`src/rtl/ftab_pkg.sv`:
```
package ftab_pkg;
  parameter int unsigned TBL_N = 8;
  parameter int unsigned ROW_N = 16;
  localparam int unsigned TBL_W  = $clog2(TBL_N);
  localparam int unsigned RIDX_W = $clog2(ROW_N);
  localparam int unsigned ADDR_W = TBL_W + RIDX_W;
  localparam int unsigned DEPTH  = TBL_N * ROW_N;
  localparam int unsigned CNT_W  = 4;
  localparam int unsigned FLG_W  = 2;
  localparam int unsigned PAY_W  = 25;
  localparam int unsigned FLG_LO = PAY_W;
  localparam int unsigned NXT_LO = FLG_LO + FLG_W;
  localparam int unsigned CNT_LO = NXT_LO + TBL_W;
  localparam int unsigned ROW_W  = CNT_LO + CNT_W;
  localparam int unsigned CTL_W  = ROW_W - PAY_W;

  typedef enum logic [FLG_W-1:0] {
    ACT_STEP = 2'b00,
    ACT_LOOP = 2'b01,
    ACT_JUMP = 2'b10,
    ACT_PARK = 2'b11
  } act_e;
endpackage

```
`src/rtl/ftab_wr_ctrl.sv`:
```
module ftab_wr_ctrl
  import ftab_pkg::*;
(
  input  logic              clk_i,
  input  logic              rst_ni,
  input  logic              acc_en_i,
  input  logic              wr_valid_i,
  input  logic              wr_is_addr_i,
  input  logic [ADDR_W-1:0] wr_addr_i,
  output logic              we_o,
  output logic [ADDR_W-1:0] waddr_o
);
  logic [ADDR_W-1:0] wptr_q;
  logic              take;

  assign take    = acc_en_i & wr_valid_i;
  assign we_o    = take & ~wr_is_addr_i;
  assign waddr_o = wptr_q;

  // flat pointer: row carry rolls into the table field
  always_ff @(posedge clk_i or negedge rst_ni) begin
    if (!rst_ni)           wptr_q <= '0;
    else if (take) begin
      if (wr_is_addr_i)    wptr_q <= wr_addr_i;
      else                 wptr_q <= wptr_q + 1'b1;
    end
  end


  wptr_hold_chk: assert property (@(posedge clk_i) disable iff (!rst_ni)
    !acc_en_i |=> $stable(wptr_q));

  wptr_step_chk: assert property (@(posedge clk_i) disable iff (!rst_ni)
    (acc_en_i && wr_valid_i && !wr_is_addr_i) |=> wptr_q == $past(wptr_q) + 1'b1);

  wptr_load_chk: assert property (@(posedge clk_i) disable iff (!rst_ni)
    (acc_en_i && wr_valid_i && wr_is_addr_i) |=> wptr_q == $past(wr_addr_i));
endmodule

```
`src/rtl/ftab_mem.sv`:
```
module ftab_mem
  import ftab_pkg::*;
(
  input  logic              clk_i,
  input  logic              rst_ni,
  input  logic              we_i,
  input  logic [ADDR_W-1:0] waddr_i,
  input  logic [ROW_W-1:0]  wdata_i,
  input  logic [ADDR_W-1:0] raddr_i,
  output logic [ROW_W-1:0]  rdata_o
);
  logic [ROW_W-1:0] mem_q [DEPTH];

  always_ff @(posedge clk_i) begin
    if (we_i) mem_q[waddr_i] <= wdata_i;
  end

  assign rdata_o = mem_q[raddr_i];


  row_store_chk: assert property (@(posedge clk_i) disable iff (!rst_ni)
    we_i |=> mem_q[$past(waddr_i)] == $past(wdata_i));
endmodule

```
`src/rtl/ftab_seq.sv`:
```
module ftab_seq
  import ftab_pkg::*;
(
  input  logic              clk_i,
  input  logic              rst_ni,
  input  logic              acc_en_i,
  input  logic              vd_i,
  input  logic              line_tick_i,
  input  logic [CTL_W-1:0]  ctl_i,
  output logic [TBL_W-1:0]  tbl_o,
  output logic [RIDX_W-1:0] ridx_o,
  output logic              run_o
);
  logic [TBL_W-1:0]  tbl_q;
  logic [RIDX_W-1:0] ridx_q;
  logic [CNT_W-1:0]  cnt_q;
  logic              park_q, run_q, vd_q;

  logic              vd_rise, dwell_done, last_row;
  logic [CNT_W-1:0]  cnt_f;
  logic [TBL_W-1:0]  nxt_f;
  act_e              act_f;

  assign cnt_f      = ctl_i[CTL_W-1 -: CNT_W];
  assign nxt_f      = ctl_i[FLG_W +: TBL_W];
  assign act_f      = act_e'(ctl_i[FLG_W-1:0]);
  assign vd_rise    = vd_i & ~vd_q;
  assign dwell_done = (cnt_q == cnt_f);
  assign last_row   = (ridx_q == RIDX_W'(ROW_N - 1));

  always_ff @(posedge clk_i or negedge rst_ni) begin
    if (!rst_ni) vd_q <= 1'b0;
    else         vd_q <= vd_i;
  end

  always_ff @(posedge clk_i or negedge rst_ni) begin
    if (!rst_ni) begin
      tbl_q <= '0; ridx_q <= '0; cnt_q <= '0; park_q <= 1'b0; run_q <= 1'b0;
    end else if (acc_en_i) begin
      tbl_q <= '0; ridx_q <= '0; cnt_q <= '0; park_q <= 1'b0; run_q <= 1'b0;
    end else begin
      run_q <= 1'b1;
      if (vd_rise) begin
        cnt_q  <= '0;
        ridx_q <= '0;
        park_q <= 1'b0;
        tbl_q  <= park_q ? nxt_f : '0;
      end else if (line_tick_i && !park_q) begin
        if (!dwell_done) begin
          cnt_q <= cnt_q + 1'b1;
        end else begin
          cnt_q <= '0;
          unique case (act_f)
            ACT_STEP: begin
              ridx_q <= last_row ? '0 : ridx_q + 1'b1;
              if (last_row) tbl_q <= tbl_q + 1'b1;
            end
            ACT_LOOP: ridx_q <= '0;
            ACT_JUMP: begin
              tbl_q  <= nxt_f;
              ridx_q <= '0;
            end
            ACT_PARK: park_q <= 1'b1;
          endcase
        end
      end
    end
  end

  assign tbl_o  = tbl_q;
  assign ridx_o = ridx_q;
  assign run_o  = run_q;


  vd_restart_chk: assert property (@(posedge clk_i) disable iff (!rst_ni)
    (!acc_en_i && vd_rise && !park_q) |=> (tbl_q == '0 && ridx_q == '0 && cnt_q == '0));

  park_hold_chk: assert property (@(posedge clk_i) disable iff (!rst_ni)
    (!acc_en_i && park_q && !vd_rise) |=> ($stable(tbl_q) && $stable(ridx_q) && park_q));

  dwell_bound_chk: assert property (@(posedge clk_i) disable iff (!rst_ni)
    run_q |-> cnt_q <= cnt_f);

  loop_top_chk: assert property (@(posedge clk_i) disable iff (!rst_ni)
    (!acc_en_i && !vd_rise && line_tick_i && !park_q && dwell_done && act_f == ACT_LOOP)
      |=> (ridx_q == '0 && $stable(tbl_q)));
endmodule

```
`src/rtl/ftab_seq_top.sv`:
```
module ftab_seq_top
  import ftab_pkg::*;
(
  input  logic              clk_i,
  input  logic              rst_ni,
  input  logic              prog_mode_i,
  input  logic              low_power_i,
  input  logic              wr_valid_i,
  input  logic              wr_is_addr_i,
  input  logic [ROW_W-1:0]  wr_data_i,
  input  logic              vd_i,
  input  logic              line_tick_i,
  output logic [ROW_W-1:0]  row_o,
  output logic [TBL_W-1:0]  table_o,
  output logic [RIDX_W-1:0] row_idx_o
);
  logic              acc_en, we, run;
  logic [ADDR_W-1:0] waddr, raddr;
  logic [ROW_W-1:0]  rdata;
  logic [TBL_W-1:0]  tbl;
  logic [RIDX_W-1:0] ridx;

  assign acc_en = prog_mode_i | low_power_i;
  assign raddr  = {tbl, ridx};

  ftab_wr_ctrl u_wr (
    .clk_i        (clk_i),
    .rst_ni       (rst_ni),
    .acc_en_i     (acc_en),
    .wr_valid_i   (wr_valid_i),
    .wr_is_addr_i (wr_is_addr_i),
    .wr_addr_i    (wr_data_i[ADDR_W-1:0]),
    .we_o         (we),
    .waddr_o      (waddr)
  );

  ftab_mem u_mem (
    .clk_i   (clk_i),
    .rst_ni  (rst_ni),
    .we_i    (we),
    .waddr_i (waddr),
    .wdata_i (wr_data_i),
    .raddr_i (raddr),
    .rdata_o (rdata)
  );

  ftab_seq u_seq (
    .clk_i       (clk_i),
    .rst_ni      (rst_ni),
    .acc_en_i    (acc_en),
    .vd_i        (vd_i),
    .line_tick_i (line_tick_i),
    .ctl_i       (rdata[ROW_W-1:PAY_W]),
    .tbl_o       (tbl),
    .ridx_o      (ridx),
    .run_o       (run)
  );

  assign row_o     = run ? rdata : '0;
  assign table_o   = tbl;
  assign row_idx_o = ridx;


  idle_zero_chk: assert property (@(posedge clk_i) disable iff (!rst_ni)
    acc_en |=> (row_o == '0 && table_o == '0 && row_idx_o == '0));
endmodule

```
`config.mk`:
```
export PLATFORM = sky130hd
export DESIGN_NAME = ftab_seq_top
export DESIGN_NICKNAME = d
export VERILOG_FILES = /design/src/rtl/ftab_pkg.sv /design/src/rtl/ftab_wr_ctrl.sv /design/src/rtl/ftab_mem.sv /design/src/rtl/ftab_seq.sv /design/src/rtl/ftab_seq_top.sv
export SDC_FILE = /design/constraint.sdc
export NUM_CORES = 2
export LEC_CHECK = 0
export BUFFER_PORTS_ARGS = -buffer_cell sky130_fd_sc_hd__clkbuf_2
export CAP_MARGIN = 10
export CORE_MARGIN = 3
export CORE_UTILIZATION = 40
export CTS_CLUSTER_DIAMETER = 150
export DETAILED_ROUTE_END_ITERATION = 16
export PLACE_DENSITY_LB_ADDON = 0.2
export SYNTH_ARGS = -nofsm -noshare
export SYNTH_HDL_FRONTEND = slang
export SYNTH_MEMORY_MAX_BITS = 65536
export SYNTH_SLANG_ARGS = --single-unit
```
`constraint.sdc`:
```
create_clock -name clk_i -period 4.7 [get_ports clk_i]
set_clock_uncertainty 0.05 [all_clocks]
set_input_delay 0.94 -clock clk_i [delete_from_list [all_inputs] [get_ports clk_i]]
set_output_delay 0.94 -clock clk_i [all_outputs]
set_load 0.05 [all_outputs]
```
# Word level (Yosys, flattened, before mapping)
# Memory sizes are Yosys's and may differ from the RTL's.
# Cells that the tools add are included.
[word_totals] output_inout_bits=41 ff_bits=21 elab_cells=63 input_bits=42 ramBits=4352 n_memories=1
[mem_list] name="u_mem.mem_q" depth=128 width=34 read_ports=1 rd_ports_with_merged_regs=0 write_ports=1 line="ftab_mem.sv:12" text="logic [ROW_W-1:0] mem_q [DEPTH];"
[classes] n_mux=27 n_addsub=4 n_eq_ne=6 reduce_logical=12 bitwise_logic=6
[ops] op="2-to-1 mux 4 bit" n=9
[ops] op="2-to-1 mux 34 bit" n=1
[ops] op="2-to-1 mux 3 bit" n=6
[ops] op="nonzero test 3 bit" n=3
[ops] op="adder 4 x 1 -> 4 bit (second input constant)" n=2
[ops] op="2-to-1 mux 1 bit" n=8
[ops] op="one-hot mux 4 bit (2 select lines)" n=1
[ops] op="nonzero test 4 bit" n=2
[ops] op="adder 7 x 1 -> 7 bit (second input constant)" n=1
[ops] op="2-to-1 mux 7 bit" n=1
[ops] op="one-hot mux 3 bit (2 select lines)" n=1
[ops] op="AND reduction 3 bit" n=2
[ops] op="equality test 2 bit (second input constant)" n=2
[ops] op="equality test 4 bit" n=1
[ops] op="equality test 4 bit (second input constant)" n=1
[ops] op="inequality test 4 x 2 -> 1 bit (second input constant)" n=1
[ops] op="AND reduction 4 bit" n=1
[ops] op="adder 3 x 1 -> 3 bit (second input constant)" n=1
[ops] op="bitwise AND 1 bit" n=3
[ops] op="equality test 2 x 1 -> 1 bit (second input constant)" n=1
[ops] op="zero test 2 bit" n=1
[ops] op="inverter 1 bit" n=2
[ops] op="OR reduction 2 bit" n=1
[ops] op="logical AND 1 bit" n=1
[ops] op="2 further kinds" n=2

# Logic depth before layout (Yosys ltp)
# An unclocked memory read counts as a cell.
[logic_depth] depth_word=8 mapped_depth=18 mapped_depth_nobuf=12

# Modules after synthesis
# Synthesis repeated with hierarchy kept, for this count alone.
[unflattened] cells_unflattened=6495 hier_area_um2=166841.3
[modules_own_cells] mod="ftab_mem" seq_area_each_um2=130685.3 area_each_um2=165284.8 instances=1 cells_per_inst=6319
[modules_own_cells] mod="ftab_seq" seq_area_each_um2=350.3 area_each_um2=842.1 instances=1 cells_per_inst=90
[modules_own_cells] mod="ftab_wr_ctrl" seq_area_each_um2=175.2 area_each_um2=437.9 instances=1 cells_per_inst=48
[modules_own_cells] mod="ftab_seq_top" seq_area_each_um2=0.0 area_each_um2=276.5 instances=1 cells_per_inst=38

# Worst setup path before layout
# OpenSTA, ideal clock, no wires.
[synth_path] path_type="register to output" from="register u_seq.ridx_q[1] (netlist: u_seq.ridx_o[1])" to="output port row_o[29]" required_time_ns=3.710 path_buffers=7 path_slack_ns=-0.098 path_stages_with_launch=15 arrival_ns=3.808 cell_sequence="dfrtp_1 > buf_6 > buf_4 > buf_4 > buf_6 > buf_4 > buf_4 > buf_4 > mux4_2 > mux2i_1 > a221oi_1 > nor2_1 > o21ai_0 > nor2_1 > nor3_1"
[synth_between] elab_chain_len=2
[synth_rtl] element="start: declaration" line="ftab_seq.sv:15" text="logic [RIDX_W-1:0] ridx_q;"
[synth_rtl] element="start signal: assignment" line="ftab_seq.sv:55" text="ridx_q <= last_row ? '0 : ridx_q + 1'b1;"
[synth_rtl] element="memory (128 x 34 bit)"
[synth_rtl] element="2-to-1 mux 34 bit" line="ftab_seq_top.sv:59" text="assign row_o = run ? rdata : '0;"
[synth_rtl] element="end: declaration" line="ftab_seq_top.sv:13" text="output logic [ROW_W-1:0] row_o,"
# Every way passes these cells.

# Worst setup path after layout
[layout_path] from="register u_seq.ridx_q[0] (netlist: u_seq.ridx_o[0])" to="output port row_o[18]"
# Same word-level chain as after synthesis.

==> impl_metrics.tcl <==
set metrics [dict create \
    period_minus_slack_ps 5590 \
    antenna_found_initial 55 \
    ant_nets 0 \
    first_pass_iters 6 \
    cts_tree "yes" \
    ys_types 74 \
    syn_inst 6728 \
    fmax_mhz 178.9 \
    portBuffers 82 \
    drc 0 \
    synth_edf_count 4352 \
    tns_ps -26440 \
    grt_max_degree 98 \
    dp.cells 12506 \
    final_cells 13436 \
    clockBufferDepth 4 \
    relSlewSlack 0.1577 \
    tightest_slew_ps 1260 \
    grt.total_usage 0.2270 \
    ys_ff_latch 4373 \
    viasPerCell 6.012 \
    place_ws_ps -322.0 \
    setup_violations 34 \
    area_growth_syn_to_layout_pct 17.63 \
    h-tree-depth 5 \
    crit_type "reg2out" \
    critPathMaxFanout 13 \
    utilization 0.4730 \
    nets 7595 \
    mostFrequentLayoutCells "4352 x edfxtp_1, 1340 x mux4_2, 455 x clkbuf_16" \
    worstPathArrival_ps 4600 \
    failed_checks "negative setup slack" \
    die-area_sq_um 427300 \
    rows 237 \
    synth_top_cell_by_area "edfxtp_1" \
    yosys-top-cells-area "edfxtp_1 78%, mux4_2 18%, buf_2 0.59%" \
    crit_path_end_kind "primary output" \
    grt_pass1_vias 80407 \
    drt_iter0_drc 11433 \
    start_kind "flop" \
    p_leak_nw 59.69 \
    period_share 1.189 \
    status "finished with violations" \
    wl_per_cell_um 36.45 \
    overflow 0 \
    p_per_area_nw_per_um2 408.6 \
    synth_area_sq_um 167800 \
    gp_congestion 0.8700 \
    ys.flop_type "edfxtp_1" \
    start_util 0.4021 \
    via_count 80781 \
    ys_warn_count 0 \
    synthArstFlopShare 0.004802 \
    hold_path.class "in2reg" \
    slew_violations 0 \
    fill_cells 33231 \
    seq_area_sq_um 131200 \
    clk_pin_slew_ps 60 \
    grt_pass1_wl_mm 669.3 \
    cp_data_required_time_ps 3710 \
    postSynthAreaPerCell_sq_um 24.94 \
    maxCapViolCount 0 \
    synth_top_area_frac 0.7789 \
    rsz0062_at_grt "yes" \
    synthesis.nets 6777 \
    final_common_cell "edfxtp_1" \
    ios 83 \
    die_height_um 653.7 \
    hpwl_mm 279.2 \
    multi_input_area_sq_um 35980 \
    hold_viol_final 0 \
    routed_wl_mm 489.8 \
    cts_buffers 438 \
    core_sq_um 417200 \
    drive_above_1_share 0.3692 \
    clkSinkCount 4373 \
    ir_worst_vdd_uv 305.0 \
    die_w_um 653.7 \
    synth_seq_area_share 0.7820 \
    clockRootBuffer "clkbuf_16" \
    clkLatencyLatePin_ps 980 \
    timing.final.ws_setup_ps -890.4 \
]
==> metal layers <==
metal,up-vias,wire [um],share of wire,global-route usage
met2,3825,231500,0.47,0.3575
met1,45219,203100,0.41,0.3284
met3,610,39830,0.081,0.03731
met4,4,15320,0.031,0.06495
met5,-,22,0.000045,0
li1,31123,-,-,-
==> area by class of cell <==
type / instances / share of cell area
Inverter: 12 / 0.0002980
Antenna cell: 20 / 0.0002536
Tap cell: 5497 / 0.03485
Sequential cell: 4373 / 0.6649
Timing Repair Buffer: 739 / 0.04521
Multi-Input combinational cell: 1982 / 0.1823
Clock buffer: 528 / 0.05779
Clock inverter: 285 / 0.01437
==> cell usage after synthesis (all sizes together) (3+ instances only) <==
cell and instances:
a211oi 5, a21oi 19, a221oi 6, a22o 7, a22oi 37, a31oi 7, a32o 5, and2 6
and3 3, and3b 3, and4 4, buf 273, clkbuf 88, dfrtp 21, edfxtp 4352, ha 7
inv 10, mux2 4, mux2i 100, mux4 1354, nand2 52, nand2b 4, nand3 22, nand3b 6
nand4 8, nor2 190, nor2b 16, nor3 10, nor3b 5, nor4 4, nor4b 5, nor4bb 6
o21ai 21, o221ai 6, o22ai 8, o2bb2ai 3, or3 5, or3b 3, xnor2 6, xor2 3
==> power by group <==
part / internal [mW] / switching, mW
registers: 43.0 / 0.0557
clock network: 19.9 / 14.9
logic: 0.748 / 1.95
total: 63.7 / 16.9
==> cells by family after synthesis <==
logic type / Yosys count / share of synthesized area
AOI/OAI and AO/OA: 149 / 0.006376
xor gates and xnor gates: 9 / 0.0004698
adders and majority gates: 7 / 0.0005220
buffers and inverters: 373 / 0.01195
DFF: 4373 / 0.7820
muxes: 1458 / 0.1885
and+or+nand+nor: 359 / 0.01010
==> stage by stage <==
step / area, sq um / total power, mW / hold WS (ps)
floorplan: 167800 / 44.73 / 417.5
global placement: 180600 / 46.44 / 456.5
finish: 197400 / 80.64 / 301.9
detailed placement: 180600 / 46.51 / 472.6
CTS: 196400 / 81.24 / 230.4
global route: 197300 / 82.86 / 256.1
==> critical path: stages, from the launching register on <==
cell and delay [ps]:
dfrtp_4 530, buf_16 260, bufbuf_16 360, mux4_2 530
mux4_2 590, mux4_2 680, mux2i_1 190, buf_4 170
nor2_1 50, clkbuf_4 210
==> path summary, 6_finish.rpt <==
check,start,endpoint,slack (ps),cells past startpoint
worst max-delay path,u_seq.ridx_o[0],row_o[18],-890,9
worst min-delay path,prog_mode_i,u_seq.run_o,300,2
worst max register to register,u_seq.ridx_o[0],u_seq.tbl_o[2],150,17
worst min register to register,u_seq.park_q,u_seq.park_q,510,2
max in group asynchronous,rst_ni,u_seq.ridx_o[2],3490,2
min in group asynchronous,rst_ni,u_seq.vd_q,540,2
==> state kept, by name, summed over array words and instances, names as in the netlist <==
name	flops
u_seq.park_q	1
u_wr.waddr_o	7
u_seq.ridx_o	4
u_seq.run_o	1
u_seq.vd_q	1
u_mem.mem_q	4352
u_seq.cnt_q	4
u_seq.tbl_o	3
==> repair_timing <==
item / CTS / global route
endpoints found under the setup margin: 34 / 36
pin swaps: 11 / 13
cloned: 14 / 13
endpoints found under the hold margin: 22 / 0
buffers inserted: 39 / 32
hold buffers: 2 / 0
gates resized for setup: 181 / 95
Note: power is estimated with default switching activity, not from simulation.
